<file path="config.mk">
export PLATFORM = sky130hd
export DESIGN_NAME = cfgb_builder
export DESIGN_NICKNAME = d
export VERILOG_FILES = /design/src/rtl/cfgb_pkg.sv /design/src/rtl/cfgb_encode.sv /design/src/rtl/cfgb_screen.sv /design/src/rtl/cfgb_beat_seq.sv /design/src/rtl/cfgb_builder.sv
export SDC_FILE = /design/constraint.sdc
export NUM_CORES = 1
export LEC_CHECK = 0
export BUFFER_PORTS_ARGS = -buffer_cell sky130_fd_sc_hd__buf_2
export CAP_MARGIN = 20
export CELL_PAD_IN_SITES_DETAIL_PLACEMENT = 0
export CELL_PAD_IN_SITES_GLOBAL_PLACEMENT = 1
export CORE_MARGIN = 2
export CORE_UTILIZATION = 29
export DETAILED_ROUTE_END_ITERATION = 16
export PLACE_DENSITY = 0.66
export REMOVE_ABC_BUFFERS = 1
export SKIP_LAST_GASP = 1
export SLEW_MARGIN = 20
export SYNTH_ARGS = -nofsm -noshare
export SYNTH_HDL_FRONTEND = slang
export SYNTH_SLANG_ARGS = --single-unit
</file>
<file path="constraint.sdc">
create_clock -name clk -period 3.2 [get_ports clk]
set_clock_uncertainty 0.15 [all_clocks]
set_input_delay 0.48 -clock clk [delete_from_list [all_inputs] [get_ports clk]]
set_output_delay 0.48 -clock clk [all_outputs]
set_load 0.05 [all_outputs]
</file>
<file path="src/rtl/cfgb_pkg.sv">
package cfgb_pkg;
  localparam int BUS_W  = 8;
  localparam int DF_W   = 8;
  localparam int ADDR_W = 12;
  localparam int DW     = 32;
  localparam int BEAT_W = 2 * DW;
  localparam int BE_W   = DW / 8;
  localparam int OFS_PAD = 16 - ADDR_W;

  localparam logic [7:0] FMT_RD_LOCAL  = 8'h04;
  localparam logic [7:0] FMT_WR_LOCAL  = 8'h44;
  localparam logic [7:0] FMT_RD_REMOTE = 8'h05;
  localparam logic [7:0] FMT_WR_REMOTE = 8'h45;
  localparam logic [7:0] TAG_READ      = 8'h1D;
  localparam logic [7:0] TAG_WRITE     = 8'h10;
  localparam logic [ADDR_W-1:0] OFS_HIDDEN_BAR = 12'h010;
  localparam logic [ADDR_W-1:0] OFS_PRIMARY    = 12'h018;

  typedef struct packed {
    logic [DW-1:0] dw0;
    logic [DW-1:0] dw1;
    logic [DW-1:0] dw2;
    logic [DW-1:0] data;
    logic          three;
    logic          root_hit;
  } pkt_t;
endpackage

</file>
<file path="src/rtl/cfgb_encode.sv">
module cfgb_encode
  import cfgb_pkg::*;
(
  input  logic              write,
  input  logic [BUS_W-1:0]  bus,
  input  logic [DF_W-1:0]   devfn,
  input  logic [ADDR_W-1:0] addr,
  input  logic [1:0]        size,
  input  logic [DW-1:0]     wdata,
  input  logic [BUS_W-1:0]  root,
  output pkt_t              pkt
);
  logic              remote;
  logic [7:0]        fmt;
  logic [7:0]        tag;
  logic [1:0]        lane;
  logic [BE_W-1:0]   be;
  logic [DW-1:0]     mask;
  logic [DW-1:0]     placed;
  logic [ADDR_W-1:0] ofs;

  always_comb begin
    remote = (bus != root);
    lane   = addr[1:0];
    ofs    = {addr[ADDR_W-1:2], 2'b00};
    tag    = write ? TAG_WRITE : TAG_READ;
    unique case ({write, remote})
      2'b00:   fmt = FMT_RD_LOCAL;
      2'b01:   fmt = FMT_RD_REMOTE;
      2'b10:   fmt = FMT_WR_LOCAL;
      default: fmt = FMT_WR_REMOTE;
    endcase
    unique case (size)
      2'd0: begin be = BE_W'(4'b0001) << lane; mask = DW'(32'h0000_00FF); end
      2'd1: begin be = BE_W'(4'b0011) << lane; mask = DW'(32'h0000_FFFF); end
      default: begin be = '1; mask = '1; end
    endcase
    placed = (wdata & mask) << {lane, 3'b000};

    pkt.dw0      = {fmt, 24'd1};
    pkt.dw1      = {root, 8'h00, tag, 4'h0, be};
    pkt.dw2      = {bus, devfn, {OFS_PAD{1'b0}}, ofs};
    pkt.data     = write ? placed : '0;
    pkt.three    = write && !addr[2];
    pkt.root_hit = write && !remote && (ofs == OFS_PRIMARY);
  end
endmodule

</file>
<file path="src/rtl/cfgb_screen.sv">
module cfgb_screen
  import cfgb_pkg::*;
(
  input  logic [BUS_W-1:0]  bus,
  input  logic [DF_W-1:0]   devfn,
  input  logic [ADDR_W-3:0] dw_addr,
  input  logic [BUS_W-1:0]  root,
  output logic              reject
);
  logic [BUS_W-1:0] below;
  logic             on_root;
  logic             dev_nz;
  logic             hidden;

  always_comb begin
    below   = root + BUS_W'(1);
    on_root = (bus == root);
    dev_nz  = |devfn[DF_W-1:3];
    hidden  = on_root && (devfn == '0) && (dw_addr == OFS_HIDDEN_BAR[ADDR_W-1:2]);
    reject  = hidden || ((on_root || (bus == below)) && dev_nz);
  end
endmodule

</file>
<file path="src/rtl/cfgb_beat_seq.sv">
module cfgb_beat_seq
  import cfgb_pkg::*;
(
  input  logic              clk,
  input  logic              rst_n,
  input  logic              load,
  input  pkt_t              pkt_in,
  input  logic              beat_ready,
  output logic              busy,
  output logic              beat_valid,
  output logic [BEAT_W-1:0] beat_data,
  output logic              beat_sop,
  output logic              beat_eop,
  output logic              done,
  output logic              done_root_hit,
  output logic [BUS_W-1:0]  done_root_val
);
  pkt_t       pkt_q;
  logic       active;
  logic [1:0] idx;
  logic       last;

  assign last = pkt_q.three ? (idx == 2'd2) : (idx == 2'd1);

  always_ff @(posedge clk) begin
    if (!rst_n) begin
      active <= 1'b0;
      idx    <= '0;
      pkt_q  <= '0;
    end else if (load) begin
      active <= 1'b1;
      idx    <= '0;
      pkt_q  <= pkt_in;
    end else if (active && beat_ready) begin
      if (last) active <= 1'b0;
      else      idx    <= idx + 2'd1;
    end
  end

  always_comb begin
    beat_sop = 1'b0;
    beat_eop = 1'b0;
    unique case (idx)
      2'd0: begin
        beat_data = {pkt_q.dw1, pkt_q.dw0};
        beat_sop  = 1'b1;
      end
      2'd1: begin
        beat_data = pkt_q.three ? {{DW{1'b0}}, pkt_q.dw2} : {pkt_q.data, pkt_q.dw2};
        beat_eop  = !pkt_q.three;
      end
      default: begin
        beat_data = {{DW{1'b0}}, pkt_q.data};
        beat_eop  = 1'b1;
      end
    endcase
  end

  assign busy          = active;
  assign beat_valid    = active;
  assign done          = active && beat_ready && last;
  assign done_root_hit = pkt_q.root_hit;
  assign done_root_val = pkt_q.data[BUS_W-1:0];
endmodule

</file>
<file path="src/rtl/cfgb_builder.sv">
module cfgb_builder
  import cfgb_pkg::*;
(
  input  logic              clk,
  input  logic              rst_n,
  input  logic              req_valid,
  output logic              req_ready,
  input  logic              req_write,
  input  logic [BUS_W-1:0]  req_bus,
  input  logic [DF_W-1:0]   req_devfn,
  input  logic [ADDR_W-1:0] req_addr,
  input  logic [1:0]        req_size,
  input  logic [DW-1:0]     req_wdata,
  output logic              beat_valid,
  input  logic              beat_ready,
  output logic [BEAT_W-1:0] beat_data,
  output logic              beat_sop,
  output logic              beat_eop,
  output logic              rej_pulse
);
  logic [BUS_W-1:0] root_q;
  logic             busy;
  logic             accept;
  logic             reject;
  logic             done;
  logic             done_root_hit;
  logic [BUS_W-1:0] done_root_val;
  pkt_t             pkt;

  assign req_ready = !busy;
  assign accept    = req_valid && req_ready;

  cfgb_screen u_screen (
    .bus     (req_bus),
    .devfn   (req_devfn),
    .dw_addr (req_addr[ADDR_W-1:2]),
    .root    (root_q),
    .reject  (reject)
  );

  cfgb_encode u_encode (
    .write (req_write),
    .bus   (req_bus),
    .devfn (req_devfn),
    .addr  (req_addr),
    .size  (req_size),
    .wdata (req_wdata),
    .root  (root_q),
    .pkt   (pkt)
  );

  cfgb_beat_seq u_seq (
    .clk           (clk),
    .rst_n         (rst_n),
    .load          (accept && !reject),
    .pkt_in        (pkt),
    .beat_ready    (beat_ready),
    .busy          (busy),
    .beat_valid    (beat_valid),
    .beat_data     (beat_data),
    .beat_sop      (beat_sop),
    .beat_eop      (beat_eop),
    .done          (done),
    .done_root_hit (done_root_hit),
    .done_root_val (done_root_val)
  );

  always_ff @(posedge clk) begin
    if (!rst_n) begin
      root_q    <= '0;
      rej_pulse <= 1'b0;
    end else begin
      rej_pulse <= accept && reject;
      if (done && done_root_hit) root_q <= done_root_val;
    end
  end
endmodule

</file>
After elaboration in Yosys (flattened, before gate mapping)
Cells that the tools add are included.
{"block": "word_totals", "reg_bits": 101, "out_inout_bits": 69, "word_cells": 70}
{"block": "classes", "add_sub_neg": 2, "eq_ne": 10, "n_shift": 3, "muxes": 13, "bitwise_logic": 3, "reduce_logical": 29}
{"op": "$pmux 64 s2", "n": 1}
{"op": "$mux 64", "n": 1}
{"op": "$pmux 32 s2", "n": 1}
{"op": "$and 32x32->32", "n": 1}
{"op": "$mux 32", "n": 1}
{"op": "$shl 32x5->32", "n": 1}
{"op": "$pmux 7 s3", "n": 1}
{"op": "$eq 10x3->1 const B", "n": 2}
{"op": "$eq 8x8->1", "n": 2}
{"op": "$logic_and 1x1->1", "n": 12}
{"op": "$add 8x1->8 const B", "n": 1}
{"op": "$logic_not 8->1", "n": 1}
{"op": "$ne 8x8->1", "n": 1}
{"op": "$pmux 4 s2", "n": 1}
{"op": "$eq 2x1->1 const B", "n": 3}
{"op": "$logic_not 2->1", "n": 3}
{"op": "$logic_not 1->1", "n": 5}
{"op": "$mux 1", "n": 5}
{"op": "$reduce_or 5->1", "n": 1}
{"op": "$eq 2x2->1 const B", "n": 2}
{"op": "$mux 4", "n": 1}
{"op": "$reduce_and 2->1", "n": 2}
{"op": "$reduce_bool 2->1", "n": 2}
{"op": "$shl 1x2->4 const A", "n": 1}
{"op": "other kinds (6)", "n": 8}

Longest topological paths before layout
Gate-level depths: netlist (run 1).
{"block": "logic_depth", "depth_word": 9, "ltp_mapped": 9, "mapped_depth_nobuf": 7}

Cells and area by module
From an unflattened synthesis (run 1), not the netlist that was laid out.
{"block": "unflattened", "cells_unflattened": 973, "area_unflattened_um2": 8494.4}
{"mod": "cfgb_beat_seq", "instances": 1, "cells_per_inst": 672, "area_per_inst_um2": 6198.4, "seq_area_each_um2": 2662.6}
{"mod": "cfgb_encode", "instances": 1, "cells_per_inst": 219, "area_per_inst_um2": 1609.0, "seq_area_each_um2": 0.0}
{"mod": "cfgb_builder", "instances": 1, "cells_per_inst": 42, "area_per_inst_um2": 401.6, "seq_area_each_um2": 180.2}
{"mod": "cfgb_screen", "instances": 1, "cells_per_inst": 40, "area_per_inst_um2": 285.3, "seq_area_each_um2": 0.0}

Least setup slack after synthesis (run 1)
No wires, ideal clock.
{"block": "synth_path", "path_kind": "register -> output", "startpoint": "register u_seq.idx[0]", "endpoint": "output port beat_data[16]", "t_arrival_ns": 2.411, "t_required_ns": 2.570, "path_slack_ns": 0.159, "path_stages_with_launch": 7, "cell_sequence": "dfxtp_1 -> inv_1 -> ha_1 -> clkbuf_1 -> clkbuf_1 -> nand2b_1 -> o21ai_0"}
{"block": "synth_via", "elab_chain_len": 2}
{"item": "start, declared", "line": "cfgb_beat_seq.sv:20", "text": "logic [1:0] idx;"}
{"item": "start signal, assigned", "line": "cfgb_beat_seq.sv:36", "text": "else idx <= idx + 2'd1;"}
{"item": "$eq 2x1->1 or $logic_not 2->1 (tied branches)", "line": "cfgb_beat_seq.sv:43", "text": "unique case (idx)"}
{"item": "$pmux 64 s2 *", "line": "cfgb_beat_seq.sv:43"}
{"item": "end, declared", "line": "cfgb_builder.sv:16", "text": "output logic [BEAT_W-1:0] beat_data,"}
Mark *: on every way between the ends. The rest lies on a longest branch, timed or not.

Worst setup path after layout (run 1)
{"block": "layout_path", "startpoint": "register u_seq.idx[1]", "endpoint": "output port beat_data[0]"}
The elaborated chain is that of the path after synthesis.

==> flow_summary.json, run 1 <==
{
  "status": "finished, final reports clean",
  "synth_fa_ha_area_share_pct": 0.971,
  "cts_root_buffer": "clkbuf_16",
  "hpwl_um": 13000,
  "cts_buffers": 9,
  "ys_seq_area_share_pct": 34.2,
  "wire_per_inst_um": 17.4,
  "synth_mux_area_share_pct": 14.8,
  "drive_gt1_share_pct": 23.8,
  "path_clk_slew_ns": 0.06,
  "synth_xor_xnor_area_share_pct": 2.21,
  "antenna_cells": 0,
  "drtPass1Iterations": 5,
  "netlist_instances": 654,
  "synth_ff_type": "dfxtp_1",
  "grt_pass1_vias": 4779,
  "p_int_mw": 1.98,
  "synth.avg_cell_area_sq_um": 7.88,
  "cp_slowest_stage_delay_ns": 0.35,
  "vias_per_cell": 5.09,
  "drt_iter0_markers": 318,
  "cp.arrival_ns": 2.18,
  "gp_congestion": 0.826,
  "max_cap_viol_count": 0,
  "vias": 5085,
  "worst_pin_slew_ns": 0.667,
  "htreeDepth": 3,
  "core_sq_um": 17400,
  "final.fill_count": 1860,
  "drt_wl_total_um": 17400,
  "leakagePower_nw": 2.75,
  "cellPowerDensity_nw_per_um2": 441,
  "use_met1_pct": 26.7,
  "numPortBuffers": 135,
  "crit_family": "buffers and inverters",
  "grtUsageTotal_pct": 18.3,
  "hp-class": "in2reg",
  "top_usage_layer": "met2",
  "clockPowerShare_pct": 36.7,
  "clk_latency_ns": 0.34,
  "setup_viol": 0,
  "async_flop_share_pct": 0,
  "cp_slowest_cell": "dfxtp_1",
  "start_util_pct": 29.7,
  "yosys.area_share.simple_pct": 25.4,
  "synth_compound_area_share_pct": 17.4,
  "synth_edf_count": 0,
  "grt_util_met2_pct": 28.4,
  "cts_tree": "built",
  "nNetsFinal": 841,
  "grt_pass1_wl_um": 26400,
  "postCtsSetupRepairBufs": 0,
  "die_h_um": 137,
  "ys_seq_elements": 88,
  "cts_buffer_depth": 2,
  "comb_power_share_pct": 20.8,
  "cp.required_ns": 2.57,
  "die-area_sq_um": 18800,
  "switchingPower_mw": 0.838,
  "finalHoldViolCount": 0,
  "start_kind": "flop",
  "area_growth_pct": 23.9,
  "layout_min_cycle_time_ns": 2.81,
  "layout_worst_path_cycle_share_pct": 87.8,
  "timing.fmax_mhz": 356,
  "final_util_pct": 36.8,
  "postRouteAntennaNets": 0,
  "critPathMostFrequentCell": "buf_4",
  "ys_types": 53,
  "critPathCaptureType": "primary output",
  "pin_count": 136,
  "seqPwrFrac_pct": 42.5,
  "rrSetupSlack_ns": 0.63,
  "cts-hold-fix-buffers": 0,
  "holdWs_ns": 0.247,
  "cts.sinks": 88,
  "path_max_fanout": 23,
  "crit_type": "reg2out",
  "critical_path.cell_chain": "inv_1 > ha_1 > buf_4 > nor2_1 > buf_4 > a22o_1 > buf_2",
  "slew_violations": 0,
  "path_buf_inv": 4,
  "grt_antenna_before_repair": 0,
  "overflow": 0,
  "drc": 0,
  "synth_top_family_by_area": "simple AND/OR/NAND/NOR gates",
  "tns_ns": 0,
  "vdd_drop_max_mv": 0.242,
  "p_sw_share_pct": 29.8,
  "dieWidth_um": 137,
  "rows": 48,
  "max-slew-margin-rel_pct": 55.4,
  "grt_max_degree": 46,
  "syn_area_sq_um": 5150,
  "yosys_warnings": 0,
  "rsz0062_at_grt": "false",
  "grt_use_met3_pct": 2.58,
  "cts_resized": 0
}
sequential cells by signal, indices dropped and copies added, names as in the netlist:
name and cells:
u_seq.beat_valid 1, u_seq.pkt_q 67, u_seq.idx 2, u_seq.done_root_val 8, u_seq.done_root_hit 1, rej_pulse 1
root_q 8
placed cells by master (no fill, tap or decap), types with 3 or more instances in the layout:
cell type	synthesis	layout
xor2_1	6	6
a21oi_1	16	16
buf_4	0	18
mux2i_1	76	76
nand2b_1	27	27
nand4_1	3	3
or4_1	3	3
clkbuf_16	0	9
o21ai_0	61	61
nand2_1	158	158
or3_1	9	9
inv_1	5	5
and2_1	23	23
xnor2_1	7	7
a311oi_1	4	4
dfxtp_1	88	88
buf_12	0	4
clkinv_2	0	3
a22oi_1	3	3
a22o_1	17	17
nor2b_1	5	4
nand3_1	14	14
nor3_2	3	3
nor4_1	3	3
nor2_1	16	16
a221oi_1	8	8
nor3_1	6	6
ha_1	4	4
buf_2	7	134
a21boi_0	8	8
a211oi_2	3	3
per-stage QoR:
step | cell area [sq um] | total power [mW] | cells | setup WS, ns
after global routing | 6380 | 2.93 | 999 | 0.265
after detailed placement | 6100 | 1.81 | 984 | 0.384
final | 6380 | 2.82 | 999 | 0.391
after floorplan | 4920 | 1.57 | 603 | -0.369
after global placement | 6100 | 1.80 | 984 | 0.451
after CTS | 6380 | 2.84 | 999 | 0.411
cells by family (layout without fill, tap and decap cells):
kind of cell	after synthesis	count (layout)
buf+inv	58	178
xor+xnor	13	13
mux	76	76
compound gates	136	136
fa+ha+maj	4	4
flops	88	88
simple gates	279	279
area by class of cell:
| class | instances | area (sq um) | area share [%] |
|---|---|---|---|
| tap | 225 | 282 | 4.41 |
| multi-input combinational | 508 | 3140 | 49.2 |
| sequential | 88 | 1760 | 27.6 |
| timing repair buffer | 156 | 886 | 13.9 |
| clock buffer | 11 | 243 | 3.80 |
| inverter | 7 | 26.3 | 0.412 |
| clock inverter | 4 | 45.0 | 0.705 |
per-layer routing:
| layer | up-vias | wire length (um) |
|---|---|---|
| met1 | 2391 | 8600 |
| li1 | 2505 | - |
| met5 | - | 0 |
| met2 | 178 | 7670 |
| met3 | 11 | 988 |
| met4 | 0 | 167 |
synthesized netlist by cell type (3+ instances only):
master	number	area [sq um]
a211oi_2	3	37.5
a21boi_0	8	60.1
a21oi_1	16	80.1
a221oi_1	8	70.1
a22o_1	17	149
a22oi_1	3	22.5
a311oi_1	4	35.0
and2_1	23	144
buf_2	7	35.0
buf_6	4	45.0
clkbuf_1	38	143
dfxtp_1	88	1760
ha_1	4	50.1
inv_1	5	18.8
mux2i_1	76	761
nand2_1	158	593
nand2b_1	27	169
nand3_1	14	70.1
nand4_1	3	18.8
nor2_1	16	60.1
nor2b_1	5	31.3
nor3_1	6	30.0
nor3_2	3	30.0
nor4_1	3	18.8
o21ai_0	61	305
or3_1	9	56.3
or4_1	3	22.5
xnor2_1	7	61.3
xor2_1	6	52.6
power by group through the flow:
stage	combinational (mW)	clock (mW)	sequential (mW)
floorplan	0.364	0	1.21
global placement	0.582	0	1.22
detailed placement	0.586	0	1.22
CTS	0.587	1.06	1.20
global route	0.629	1.09	1.20
finish	0.585	1.03	1.20
path summary, 6_finish.rpt:
path | end | start | depth (start not counted)
min reg2reg | u_seq.pkt_q[128] | u_seq.pkt_q[128] | 2
min | u_seq.pkt_q[77] | req_write | 2
max | beat_data[0] | u_seq.idx[1] | 7
max reg2reg | u_seq.pkt_q[69] | root_q[2] | 6
Note: power is estimated with default switching activity, not from simulation.
==> run 2, diff against run 1 <==
--- a/config.mk
+++ b/config.mk
@@ -10,9 +10,9 @@
 export CELL_PAD_IN_SITES_DETAIL_PLACEMENT = 0
 export CELL_PAD_IN_SITES_GLOBAL_PLACEMENT = 1
 export CORE_MARGIN = 2
-export CORE_UTILIZATION = 29
+export CORE_UTILIZATION = 25
 export DETAILED_ROUTE_END_ITERATION = 16
-export PLACE_DENSITY = 0.66
+export PLACE_DENSITY = 0.59
 export REMOVE_ABC_BUFFERS = 1
 export SKIP_LAST_GASP = 1
 export SLEW_MARGIN = 20
==> run 2 against run 1 <==
Net effect: register-to-register slack worse by 0.08 ns; total power is 3.0% higher; cell area is 0.78% higher; sequential power hardly changed; flip-flop and latch count stayed put; clock power is 9% higher; critical path depth is 1 lower; core utilization is 5.0 points lower; via count is 1.7% lower.
==> flow_summary.json, run 2 (synthesis gave the netlist of run 1 again) <==
{
  "cp_slowest_stage_delay_ns": 0.75,
  "overflow": 0,
  "final_cell_mix": "nand2_1 (158), buf_2 (135), dfxtp_1 (88)",
  "die-area_sq_um": 21800,
  "antenna_cells": 0,
  "start_util_pct": 25.5,
  "drc": 0,
  "dp_slack_ns": 0.343,
  "nNetsFinal": 838,
  "layout_min_cycle_time_ns": 3.03,
  "path_clk_slew_ns": 0.06,
  "vias": 4997,
  "regToRegEndpoint": "u_seq.pkt_q[77]",
  "critical_path.cell_chain": "inv_1 > ha_2 > nor2_1 > nand2_1 > nand2_1 > buf_2",
  "seqPwrFrac_pct": 41.2,
  "critPathCapture": "beat_data[24]",
  "cts_resized": 0,
  "path_max_fanout": 18,
  "setup_viol": 0,
  "p_int_mw": 2.04,
  "crit_type": "reg2out",
  "grt_use_met3_pct": 2.75,
  "dp_cells": 1026,
  "grt_max_degree": 46,
  "cts_buffer_depth": 2,
  "final.fill_count": 2204,
  "finalHoldViolCount": 0,
  "numPortBuffers": 135,
  "drt_wl_total_um": 18100,
  "status": "finished, final reports clean",
  "top_usage_layer": "met2",
  "pin_count": 136,
  "worst_pin_slew_ns": 0.939,
  "area_growth_pct": 24.9,
  "comb_power_share_pct": 20.2,
  "drtPass1Iterations": 7,
  "path_buf_inv": 2,
  "postCtsSetupRepairBufs": 0,
  "p_sw_share_pct": 29.7,
  "fin_area_sq_um": 6430,
  "vdd_drop_max_mv": 0.198,
  "crit_family": "simple AND/OR/NAND/NOR gates",
  "wire_per_inst_um": 17.4,
  "cp_slowest_cell": "nor2_1",
  "holdWs_ns": 0.212,
  "drive_gt1_share_pct": 23.3,
  "clockPowerShare_pct": 38.6,
  "largest_reg_flops": 67,
  "setup_ws_ns": 0.171,
  "slew_violations": 0,
  "switchingPower_mw": 0.860,
  "max_cap_viol_count": 0,
  "cp.arrival_ns": 2.40,
  "timing.fmax_mhz": 330,
  "grt_util_met2_pct": 25.8,
  "cts_root_buffer": "clkbuf_16",
  "hpwl_um": 13300,
  "die_h_um": 148,
  "core_sq_um": 20200,
  "rows": 52,
  "dieWidth_um": 148,
  "max-slew-margin-rel_pct": 37.2,
  "use_met1_pct": 24.1,
  "startpoint": "u_seq.idx[1]",
  "cts_tree": "built",
  "leakagePower_nw": 2.74,
  "worstRegToRegCells": 7,
  "hp-class": "in2reg",
  "rrSetupSlack_ns": 0.55,
  "start_kind": "flop",
  "postRouteAntennaNets": 0,
  "drt_iter0_markers": 273,
  "vias_per_cell": 4.80,
  "cts-hold-fix-buffers": 0,
  "top_register": "u_seq.pkt_q",
  "grt_pass1_wl_um": 27900,
  "reg2reg_from": "root_q[2]",
  "grtUsageTotal_pct": 16.5,
  "cp.required_ns": 2.57,
  "placed_area_sq_um": 6130,
  "final_common_cell": "nand2_1",
  "clk_latency_ns": 0.34,
  "critPathCaptureType": "primary output",
  "htreeDepth": 3,
  "grt_antenna_before_repair": 1,
  "cellPowerDensity_nw_per_um2": 451,
  "gp_congestion": 0.779,
  "cts.sinks": 88,
  "critPathMostFrequentCell": "nand2_1",
  "grt_pass1_vias": 4699,
  "worstSetupPathDepth": 6,
  "cts_buffers": 9,
  "layout_worst_path_cycle_share_pct": 94.6,
  "instances_no_fill": 1041
}
run 2: layout make-up:
cell class,count,area (sq um),share of cell area [%]
repair buffers,153,861,13.4
clock buffers,12,236,3.67
well taps,270,338,5.25
multi-input cells,508,3140,48.9
clock inverters,3,67.6,1.05
inverters,7,26.3,0.408
flip-flops and latches,88,1760,27.4
run 2: how the worst min path moves through the flow:
stage | from | endpoint | slack, ns | cells past startpoint
4_1_cts | req_write | u_seq.pkt_q[77] | 0.19 | 2
3_3_place_gp | u_seq.pkt_q[128] | u_seq.pkt_q[128] | 0.29 | 2
2_1_floorplan | u_seq.pkt_q[128] | u_seq.pkt_q[128] | 0.28 | 2
3_5_place_dp | u_seq.pkt_q[128] | u_seq.pkt_q[128] | 0.29 | 2
6_report | req_write | u_seq.pkt_q[77] | 0.21 | 2
5_1_grt | req_write | u_seq.pkt_q[77] | 0.21 | 2
run 2: per-stage QoR:
stage | util [%] | TNS [ns] | total power, mW
floorplan | - | -22.26 | 1.57
global placement | 30.3 | 0 | 1.81
detailed placement | 30.3 | 0 | 1.81
CTS | 31.8 | 0 | 2.93
global route | 31.8 | -0.000870 | 3.02
finish | 31.8 | 0 | 2.90
run 2: metal layers:
layer	up-vias	part of all wire, %
li1	2492	-
met1	2360	51
met2	134	44
met3	11	4.2
met4	0	0.78
met5	-	0
run 2: worst reg2reg max path: cells and delay by family (launching register included):
family	cells	cell delay (ns)
DFF	1	0.60
buffers and inverters	1	0.22
and+or+nand+nor	3	1.02
AOI/OAI and AO/OA	2	0.44
xor gates and xnor gates	1	0.13
run 2: power by group through the flow:
stage | registers, mW | logic [mW] | clock network [mW]
4_1_cts | 1.20 | 0.590 | 1.14
3_5_place_dp | 1.22 | 0.588 | 0
2_1_floorplan | 1.21 | 0.364 | 0
6_report | 1.20 | 0.585 | 1.12
5_1_grt | 1.20 | 0.635 | 1.18
3_3_place_gp | 1.22 | 0.588 | 0
